File: config.mk
export PLATFORM = sky130hd
export DESIGN_NAME = pic8_cascade
export DESIGN_NICKNAME = d
export VERILOG_FILES = /design/src/rtl/pic_pkg.sv /design/src/rtl/pic_seq_fsm.sv /design/src/rtl/pic_req_capture.sv /design/src/rtl/pic_prio.sv /design/src/rtl/pic8_cascade.sv
export SDC_FILE = /design/constraint.sdc
export NUM_CORES = 1
export LEC_CHECK = 0
export BUFFER_PORTS_ARGS = -buffer_cell sky130_fd_sc_hd__buf_2
export CAP_MARGIN = 15
export CORE_AREA = 2 2 102 114
export CTS_CLUSTER_DIAMETER = 100
export DETAILED_ROUTE_END_ITERATION = 10
export DIE_AREA = 0 0 104 116
export REMOVE_ABC_BUFFERS = 1
export SYNTH_ARGS = -nofsm -noshare
export SYNTH_HDL_FRONTEND = slang
export SYNTH_HIERARCHICAL = 1
export SYNTH_SLANG_ARGS = --single-unit
File: constraint.sdc
create_clock -name clk -period 4.7 [get_ports clk]
set_clock_uncertainty 0.1 [all_clocks]
set_input_delay 0.705 -clock clk [delete_from_list [all_inputs] [get_ports clk]]
set_output_delay 0.705 -clock clk [all_outputs]
set_load 0.01 [all_outputs]
File: src/rtl/pic_pkg.sv
package pic_pkg;
    localparam int N_LINES = 8;
    localparam int LVL_W   = $clog2(N_LINES);
    localparam int DATA_W  = 8;

    typedef enum logic [2:0] {
        ST_UNINIT,
        ST_GET_BASE,
        ST_GET_CASC,
        ST_GET_MODE,
        ST_RUN
    } seq_state_t;
endpackage

File: src/rtl/pic_seq_fsm.sv
module pic_seq_fsm
    import pic_pkg::*;
(
    input  logic              clk,
    input  logic              rst_n,
    input  logic              wr_en,
    input  logic              a0,
    input  logic [DATA_W-1:0] wr_data,
    output logic              ready,
    output logic              init_pulse,
    output logic              imr_load,
    output logic              cmd_ocw3,
    output logic              cmd_eoi,
    output logic              cfg_level,
    output logic              cfg_single,
    output logic [DATA_W-1:LVL_W] base_hi,
    output logic [DATA_W-1:0] casc_cfg
);
    seq_state_t state_q, state_d;
    logic       want_mode_q;
    logic       start_w, data_w, cmd_w;

    assign start_w = wr_en && !a0 && wr_data[4];
    assign data_w  = wr_en && a0;
    assign cmd_w   = wr_en && !a0 && !wr_data[4] && (state_q == ST_RUN);

    // state register
    always_ff @(posedge clk or negedge rst_n) begin
        if (!rst_n) state_q <= ST_UNINIT;
        else        state_q <= state_d;
    end

    // next state
    always_comb begin
        state_d = state_q;
        if (start_w) begin
            state_d = ST_GET_BASE;
        end else if (data_w) begin
            unique case (state_q)
                ST_GET_BASE: state_d = cfg_single ? (want_mode_q ? ST_GET_MODE : ST_RUN)
                                                  : ST_GET_CASC;
                ST_GET_CASC: state_d = want_mode_q ? ST_GET_MODE : ST_RUN;
                ST_GET_MODE: state_d = ST_RUN;
                ST_UNINIT,
                ST_RUN:      state_d = state_q;
                default:     state_d = ST_UNINIT;
            endcase
        end
    end

    // outputs
    always_comb begin
        ready      = (state_q == ST_RUN);
        init_pulse = start_w;
        imr_load   = data_w && (state_q == ST_RUN);
        cmd_ocw3   = cmd_w && wr_data[3] && !wr_data[7];
        cmd_eoi    = cmd_w && !wr_data[3] && (wr_data[7:5] == 3'b011);
    end

    // configuration words
    always_ff @(posedge clk or negedge rst_n) begin
        if (!rst_n) begin
            want_mode_q <= 1'b0;
            cfg_single  <= 1'b0;
            cfg_level   <= 1'b0;
            base_hi     <= '0;
            casc_cfg    <= '0;
        end else if (start_w) begin
            want_mode_q <= wr_data[0];
            cfg_single  <= wr_data[1];
            cfg_level   <= wr_data[3];
            casc_cfg    <= '0;
        end else if (data_w && state_q == ST_GET_BASE) begin
            base_hi     <= wr_data[DATA_W-1:LVL_W];
        end else if (data_w && state_q == ST_GET_CASC) begin
            casc_cfg    <= wr_data;
        end
    end
endmodule

File: src/rtl/pic_req_capture.sv
module pic_req_capture
    import pic_pkg::*;
(
    input  logic               clk,
    input  logic               rst_n,
    input  logic [N_LINES-1:0] lines,
    input  logic               level_mode,
    input  logic               clr_all,
    input  logic [N_LINES-1:0] ack_clr,
    output logic [N_LINES-1:0] irr
);
    for (genvar g = 0; g < N_LINES; g++) begin : g_line
        logic prev_q, irr_q, irr_d;
        always_comb begin
            if (level_mode) irr_d = lines[g];
            else            irr_d = irr_q | (lines[g] & ~prev_q);
        end
        always_ff @(posedge clk or negedge rst_n) begin
            if (!rst_n) begin
                prev_q <= 1'b0;
                irr_q  <= 1'b0;
            end else begin
                prev_q <= lines[g];
                irr_q  <= clr_all ? 1'b0 : (irr_d & ~ack_clr[g]);
            end
        end
        assign irr[g] = irr_q;
    end
endmodule

File: src/rtl/pic_prio.sv
module pic_prio
    import pic_pkg::*;
(
    input  logic [N_LINES-1:0] irr,
    input  logic [N_LINES-1:0] imr,
    input  logic [N_LINES-1:0] isr,
    input  logic               smm,
    output logic               any,
    output logic [LVL_W-1:0]   lvl
);
    logic [N_LINES-1:0] elig;
    always_comb begin
        logic blk;
        blk = 1'b0;
        for (int i = 0; i < N_LINES; i++) begin
            blk     = blk | isr[i];
            elig[i] = irr[i] & ~imr[i] & (smm | ~blk);
        end
        lvl = '0;
        for (int i = N_LINES - 1; i >= 0; i--) begin
            if (elig[i]) lvl = i[LVL_W-1:0];
        end
        any = |elig;
    end
endmodule

File: src/rtl/pic8_cascade.sv
module pic8_cascade
    import pic_pkg::*;
(
    input  logic               clk,
    input  logic               rst_n,
    input  logic               is_master,
    input  logic               a0,
    input  logic               wr_en,
    input  logic               rd_en,
    input  logic [DATA_W-1:0]  wr_data,
    output logic [DATA_W-1:0]  rd_data,
    input  logic [N_LINES-1:0] irq_in,
    output logic               int_out,
    input  logic               ack,
    input  logic [LVL_W-1:0]   cas_in,
    input  logic               cas_valid_in,
    output logic [LVL_W-1:0]   cas_out,
    output logic               cas_valid_out,
    output logic               vec_out_valid
);
    logic                      seq_ready, init_pulse, imr_load, cmd_ocw3, cmd_eoi;
    logic                      cfg_level, cfg_single;
    logic [DATA_W-1:LVL_W]     base_hi;
    logic [DATA_W-1:0]         casc_cfg;
    logic [N_LINES-1:0]        irr_q, isr_q, imr_q, grant_set, eoi_clr;
    logic                      smm_q, rd_isr_q;
    logic                      win_any, grant, to_slave, addressed;
    logic [LVL_W-1:0]          grant_lvl;

    pic_seq_fsm u_seq (
        .clk(clk), .rst_n(rst_n), .wr_en(wr_en), .a0(a0), .wr_data(wr_data),
        .ready(seq_ready), .init_pulse(init_pulse), .imr_load(imr_load),
        .cmd_ocw3(cmd_ocw3), .cmd_eoi(cmd_eoi), .cfg_level(cfg_level),
        .cfg_single(cfg_single), .base_hi(base_hi), .casc_cfg(casc_cfg)
    );

    pic_req_capture u_cap (
        .clk(clk), .rst_n(rst_n), .lines(irq_in), .level_mode(cfg_level),
        .clr_all(init_pulse), .ack_clr(grant_set), .irr(irr_q)
    );

    pic_prio u_prio (
        .irr(irr_q), .imr(imr_q), .isr(isr_q), .smm(smm_q),
        .any(win_any), .lvl(grant_lvl)
    );

    assign addressed = is_master || (cas_valid_in && cas_in == casc_cfg[LVL_W-1:0]);
    assign grant     = ack && seq_ready && win_any && addressed;
    assign to_slave  = is_master && !cfg_single && casc_cfg[grant_lvl];
    assign grant_set = grant ? (N_LINES'(1) << grant_lvl) : '0;
    assign eoi_clr   = cmd_eoi ? (N_LINES'(1) << wr_data[LVL_W-1:0]) : '0;

    assign int_out       = seq_ready && win_any;
    assign cas_valid_out = grant && to_slave;
    assign cas_out       = cas_valid_out ? grant_lvl : '0;
    assign vec_out_valid = grant && !to_slave;

    always_comb begin
        if (vec_out_valid)  rd_data = {base_hi, grant_lvl};
        else if (!rd_en)    rd_data = '0;
        else if (a0)        rd_data = imr_q;
        else if (rd_isr_q)  rd_data = isr_q;
        else                rd_data = irr_q;
    end

    always_ff @(posedge clk or negedge rst_n) begin
        if (!rst_n) begin
            imr_q    <= '1;
            isr_q    <= '0;
            smm_q    <= 1'b0;
            rd_isr_q <= 1'b0;
        end else if (init_pulse) begin
            imr_q    <= '1;
            isr_q    <= '0;
            smm_q    <= 1'b0;
            rd_isr_q <= 1'b0;
        end else begin
            isr_q <= (isr_q | grant_set) & ~eoi_clr;
            if (imr_load) imr_q <= wr_data;
            if (cmd_ocw3 && wr_data[6]) smm_q    <= wr_data[5];
            if (cmd_ocw3 && wr_data[1]) rd_isr_q <= wr_data[0];
        end
    end
endmodule

Yosys cells after proc, flatten, opt, wreduce, memory -nomap -nowiden
Index checks and enable logic that the tools add are counted.
W data, S select, Z words.
{"block": "word_totals", "regBits": 53, "in_bits": 27, "out_inout_bits": 14}
{"block": "op_classes", "magnitude_cmp": 1, "n_eq_ne": 8, "shift": 2, "muxes": 48, "bitwise": 91, "n_reduce_logical": 41}
{"operator": "$mux W8", "n": 12}
{"operator": "$mux W3", "n": 13}
{"operator": "$not A1 Y1", "n": 33}
{"operator": "$and A1 B1 Y1", "n": 32}
{"operator": "$logic_and A1 B1 Y1", "n": 23}
{"operator": "$or A1 B1 Y1", "n": 23}
{"operator": "$mux W1", "n": 21}
{"operator": "$shl A1 B3 Y8 const A", "n": 2}
{"operator": "$pmux W3 S4", "n": 1}
{"operator": "$reduce_bool A2 Y1", "n": 5}
{"operator": "$eq A3 B2 Y1 const B", "n": 3}
{"operator": "$and A8 B8 Y8", "n": 1}
{"operator": "$not A8 Y8", "n": 1}
{"operator": "$or A8 B8 Y8", "n": 1}
{"operator": "$reduce_or A8 Y1", "n": 1}
{"operator": "$logic_not A1 Y1", "n": 6}
{"operator": "$reduce_and A2 Y1", "n": 3}
{"operator": "$lt A3 B4 Y1 const B", "n": 1}
{"operator": "$ne A2 B1 Y1 const B", "n": 2}
{"operator": "$bmux W1 S3", "n": 1}
{"operator": "$eq A3 B1 Y1 const B", "n": 1}
{"operator": "$eq A3 B3 Y1", "n": 1}
{"operator": "$eq A3 B3 Y1 const B", "n": 1}
{"operator": "$logic_not A3 Y1", "n": 1}
{"operator": "other kinds (2)", "n": 2}

Depth between registers and ports, before layout
{"block": "logic_depth", "ltp_word": 24, "depth_mapped": 11}

Modules after synthesis
The synthesis kept the hierarchy.
{"mod": "pic8_cascade", "n_inst": 1, "cells_each": 165, "area_each_um2": 1350.0, "seq_area_each_um2": 460.4}
{"mod": "pic_seq_fsm", "n_inst": 1, "cells_each": 85, "area_each_um2": 930.9, "seq_area_each_um2": 475.5}
{"mod": "pic_req_capture", "n_inst": 1, "cells_each": 58, "area_each_um2": 703.2, "seq_area_each_um2": 400.4}
{"mod": "pic_prio", "n_inst": 1, "cells_each": 37, "area_each_um2": 234.0, "seq_area_each_um2": 0.0}

Worst setup path after synthesis
OpenSTA, ideal clock, no wires.
{"block": "synth_path", "path_type": "reg2out", "from": "register isr_q[1]", "to": "output rd_data[2]", "arrival_time_ns": 2.809, "slack_ns": 1.086, "stages_incl_launch_ff": 9, "path_buffers": 0, "path_cell_list": "dfrtp_1 or4_4 a211o_1 o21ai_0 o21a_1 mux4_2 o22ai_4 nand2_4 a32o_1"}
{"block": "synth_via", "elab_chain_len": 24, "elab_cells_between_ends": 45, "cone_classes": "11 x mux; 28 x bitwise; 6 x reduce/logical"}
{"element": "start, declared", "line": "pic8_cascade.sv:25", "rtl": "logic [N_LINES-1:0] irr_q, isr_q, imr_q, grant_set, eoi_clr;"}
{"element": "start signal, assigned", "line": "pic8_cascade.sv:78", "rtl": "isr_q <= (isr_q | grant_set) & ~eoi_clr;"}
{"element": "$or A1 B1 Y1 *", "line": "pic_prio.sv:16", "rtl": "blk = blk | isr[i];"}
{"element": "$or A1 B1 Y1 (6 in series)", "line": "pic_prio.sv:16"}
{"element": "$not A1 Y1", "line": "pic_prio.sv:17", "rtl": "elig[i] = irr[i] & ~imr[i] & (smm | ~blk);"}
{"element": "$or A1 B1 Y1", "line": "pic_prio.sv:17"}
{"element": "$and A1 B1 Y1", "line": "pic_prio.sv:17"}
{"element": "$mux W3 (6 in series)", "line": "pic_prio.sv:21", "rtl": "if (elig[i]) lvl = i[LVL_W-1:0];"}
{"element": "$mux W3 * (2 in series)", "line": "pic_prio.sv:21"}
{"element": "net grant_lvl[0]", "line": "pic8_cascade.sv:28", "rtl": "logic [LVL_W-1:0] grant_lvl;"}
{"element": "$bmux W1 S3 *", "line": "pic8_cascade.sv:49", "rtl": "assign to_slave = is_master && !cfg_single && casc_cfg[grant_lvl];"}
{"element": "$mux W1 (implied by the code) *", "line": "pic8_cascade.sv:49"}
{"element": "$logic_and A1 B1 Y1 *", "line": "pic8_cascade.sv:49"}
{"element": "$logic_not A1 Y1 *", "line": "pic8_cascade.sv:56", "rtl": "assign vec_out_valid = grant && !to_slave;"}
{"element": "$logic_and A1 B1 Y1 *", "line": "pic8_cascade.sv:56"}
{"element": "$mux W8 *", "line": "pic8_cascade.sv:59", "rtl": "if (vec_out_valid) rd_data = {base_hi, grant_lvl};"}
{"element": "end, declared", "line": "pic8_cascade.sv:11", "rtl": "output logic [DATA_W-1:0] rd_data,"}
Mark *: on every way through the listed nets, which the timed path passes. The rest lies on a longest branch. The select of a mux whose other input is x is not followed.

Worst setup path in the final report
Ends and elaborated chain as after synthesis.

==> results.py <==
metrics = {
    "route": {
        "antenna_left": 0,
        "drc": 0,
        "wl_per_cell_um": 15.8,
        "num_vias": 2551,
        "vias_per_cell": 4.89,
        "drt-total-wl_um": 8250,
        "drt_iter0_drc": 146,
        "firstDrtPassIters": 4,
    },
    "timing": {
        "setup_viol": 0,
        "slew_headroom_pct": 32.8,
        "whs_ps": 410,
        "drv_slew": 0,
        "setup_slack_ps": 332,
        "min_period_over_period_pct": 92.9,
        "fin_crit_ps": 4370,
        "fmax_mhz": 229,
        "tightest_slew_ps": 1010,
        "tns_ps": 0,
        "hold_viol_final": 0,
        "grt_setup_unrepaired": "no",
    },
    "run": {
        "maxCapViolCount": 0,
    },
    "logic_synthesis": {
        "synth_top_family_by_area": "simple AND/OR/NAND/NOR gates",
        "yosysTopAreaCell": "dfrtp_1",
        "synth_top_area_share_pct": 35.0,
        "muxShareOfSynthArea_pct": 9.91,
        "synth_cells": 345,
        "synthAdderAreaFrac_pct": 0,
        "synthSimpleGateAreaFrac_pct": 26.9,
        "yosys-top-cells-count": "dfrtp_1 (45), nand2_1 (42), mux2i_1 (24)",
        "ys_ff_latch": 53,
        "synthFlopType": "dfrtp_1",
        "synth.most_common_cell": "dfrtp_1",
        "synth_area_per_cell_um2": 9.33,
        "synth-xor-area-share_pct": 0.816,
        "synth-compound-area-share_pct": 14.3,
        "synthArstFlopShare_pct": 100,
        "yosys.cell_types.count": 53,
        "netlist_area_um2": 3220,
        "synthTopCellsByArea": "dfrtp_1 (35%), mux2i_1 (7.5%), dfstp_2 (6.5%), nand2_1 (4.9%), nor2b_1 (4.5%)",
        "ys_seq_area_share_pct": 41.5,
        "ys_warn_count": 6,
        "synth_edf_count": 0,
    },
    "layout": {
        "syn_to_final_growth_pct": 14.3,
        "final-seq-area_um2": 1340,
        "multi_input_area_um2": 1670,
        "stdcell_area_um2": 3680,
        "antennaDiodeCount": 0,
        "layout.nets": 401,
        "drive_gt1_share_pct": 24.5,
        "fill_cells": 1142,
    },
    "placed_design": {
        "io_buffer_count": 40,
        "dp_hpwl_um": 6070,
        "postPlaceCellArea_um2": 3510,
        "place.gp.congestion": 0.928,
        "place_ws_ps": 647,
    },
    "worst_setup_path": {
        "startpoint_type": "flip-flop",
        "worstReg2RegStart": "isr_q[1]",
        "path_max_fanout": 13,
        "regToRegSetupSlack_ps": 1630,
        "slowest_delay_ps": 580,
        "crit_family": "compound AO/OA/AOI/OAI gates",
        "crit_buf_inv": 2,
        "crit_type": "flip-flop to output pin",
        "startpoint": "isr_q[1]",
        "critPathSlowestCell": "or4_4",
        "crit_chain": "or4_4, a211o_1, o21ai_0, o21a_1, buf_4, mux4_2, o22ai_4, nand2_4, a32o_1, buf_2",
        "critPathArrivalTime_ps": 3560,
        "rr_worst_depth": 10,
        "end_kind": "output pin",
        "timing.rr.end": "u_cap/g_line[4].irr_q",
        "worstPathRequired_ps": 3890,
    },
    "die": {
        "dieArea_um2": 12100,
        "chipHeight_um": 116,
        "rows": 40,
        "core_area_um2": 10800,
        "ios": 41,
        "start_util_pct": 29.8,
        "die_w_um": 104,
    },
    "power_and_ir_drop": {
        "powerDensity_nw_per_um2": 471,
        "swShare_pct": 35.1,
        "clkPwrFrac_pct": 24.8,
        "p_switching_w": 0.000609,
        "peakVddDrop_mv": 0.243,
        "cellLeakagePower_nw": 1.60,
        "intPower_w": 0.00113,
        "p_seq_share_pct": 39.1,
        "pwr-share-comb_pct": 36.1,
        "totalPowerFinal_w": 0.00173,
    },
    "clock_network": {
        "postCtsSetupBuffers": 0,
        "htree_levels": 2,
        "cts.sinks": 53,
        "numCtsBuffers": 5,
        "cts-root-buf": "clkbuf_16",
        "cts_hold_buf": 0,
        "cts_buffer_depth": 2,
        "post_cts_resized": 0,
        "cts_tree": "yes",
        "clkLatencyLatePin_ps": 290,
        "clk_pin_slew_worst_paths_ps": 70,
    },
    "grt": {
        "grt_pass1_wl_um": 13800,
        "grt_max_degree": 54,
        "grt_pass1_vias": 2570,
        "grtUsageTotal_pct": 14.3,
        "grt_overflow": 0,
        "grt_antenna_before_repair": 0,
    },
    "run_status": {
        "status": "completed",
    },
    "hold_path": {
        "hold_class": "flip-flop to flip-flop",
        "hold_depth": 1,
        "hp-start": "u_seq/base_hi[4]",
        "min_to": "u_seq/base_hi[4]",
    },
}
flip-flops by register name, summed over array words and instances (netlist names):
name,flops
imr_q,8
isr_q,8
rd_isr_q,1
smm_q,1
u_cap/g_line.irr_q,8
u_cap/g_line.prev_q,8
u_seq/base_hi,5
u_seq/casc_cfg,8
u_seq/cfg_level,1
u_seq/cfg_single,1
u_seq/state_q,3
u_seq/want_mode_q,1
power groups by stage:
stage               combinational (W)  sequential [W]  clock [W]
detailed placement           0.000621        0.000686          0
CTS                          0.000625        0.000678   0.000443
floorplan                    0.000453        0.000652          0
global route                 0.000695        0.000696   0.000457
finish                       0.000625        0.000679   0.000430
global placement             0.000608        0.000685          0
placed cells by master (no fill, tap or decap), types with 3 or more instances in the layout:
master,instances
xnor2_1,3
nor3_2,4
nand2b_1,8
mux2_2,5
inv_1,21
o21ai_0,17
dfrtp_1,45
nand2b_2,6
nor3b_1,4
nor2_1,18
nand3b_1,4
a21oi_1,17
mux2i_1,24
dfstp_2,8
nand2_1,42
clkbuf_16,5
buf_2,40
a31oi_1,4
a211o_1,10
buf_4,4
nor2b_1,23
nor3_1,21
and2_1,3
metrics by stage:
step	util [%]	cells
2_1_floorplan	-	323
3_3_place_gp	32.4	514
3_5_place_dp	32.4	514
4_1_cts	34.0	522
5_1_grt	34.0	522
6_report	34.0	522
area by class of cell:
cell class	instances	share of cell area, %
Tap cell	147	5.00
Clock inverter	1	0.816
Clock buffer	7	3.88
Sequential cell	53	36.3
Timing Repair Buffer	44	6.26
Multi-Input combinational cell	247	45.4
Inverter	23	2.35
worst max path at each step:
stage,cells after the start,endpoint
2_1_floorplan,7,rd_data[2]
3_3_place_gp,10,rd_data[2]
3_5_place_dp,10,rd_data[2]
4_1_cts,10,rd_data[2]
5_1_grt,10,rd_data[3]
6_report,10,rd_data[2]
cell families after synthesis:
group | Yosys count
AND/OR/NAND/NOR | 148
multiplexers | 30
buffers and inverters | 45
flip-flops | 53
AO/OA/AOI/OAI | 66
XOR/XNOR | 3
routing by layer:
metal | up-vias | GRT usage (%) | routed length [um]
met4 | 0 | 3.06 | 93
met5 | - | 0 | 0
met3 | 10 | 3.09 | 349
met1 | 1246 | 18.8 | 3700
li1 | 1242 | - | -
met2 | 53 | 24.6 | 4100
(Power assumes the default switching activity.)
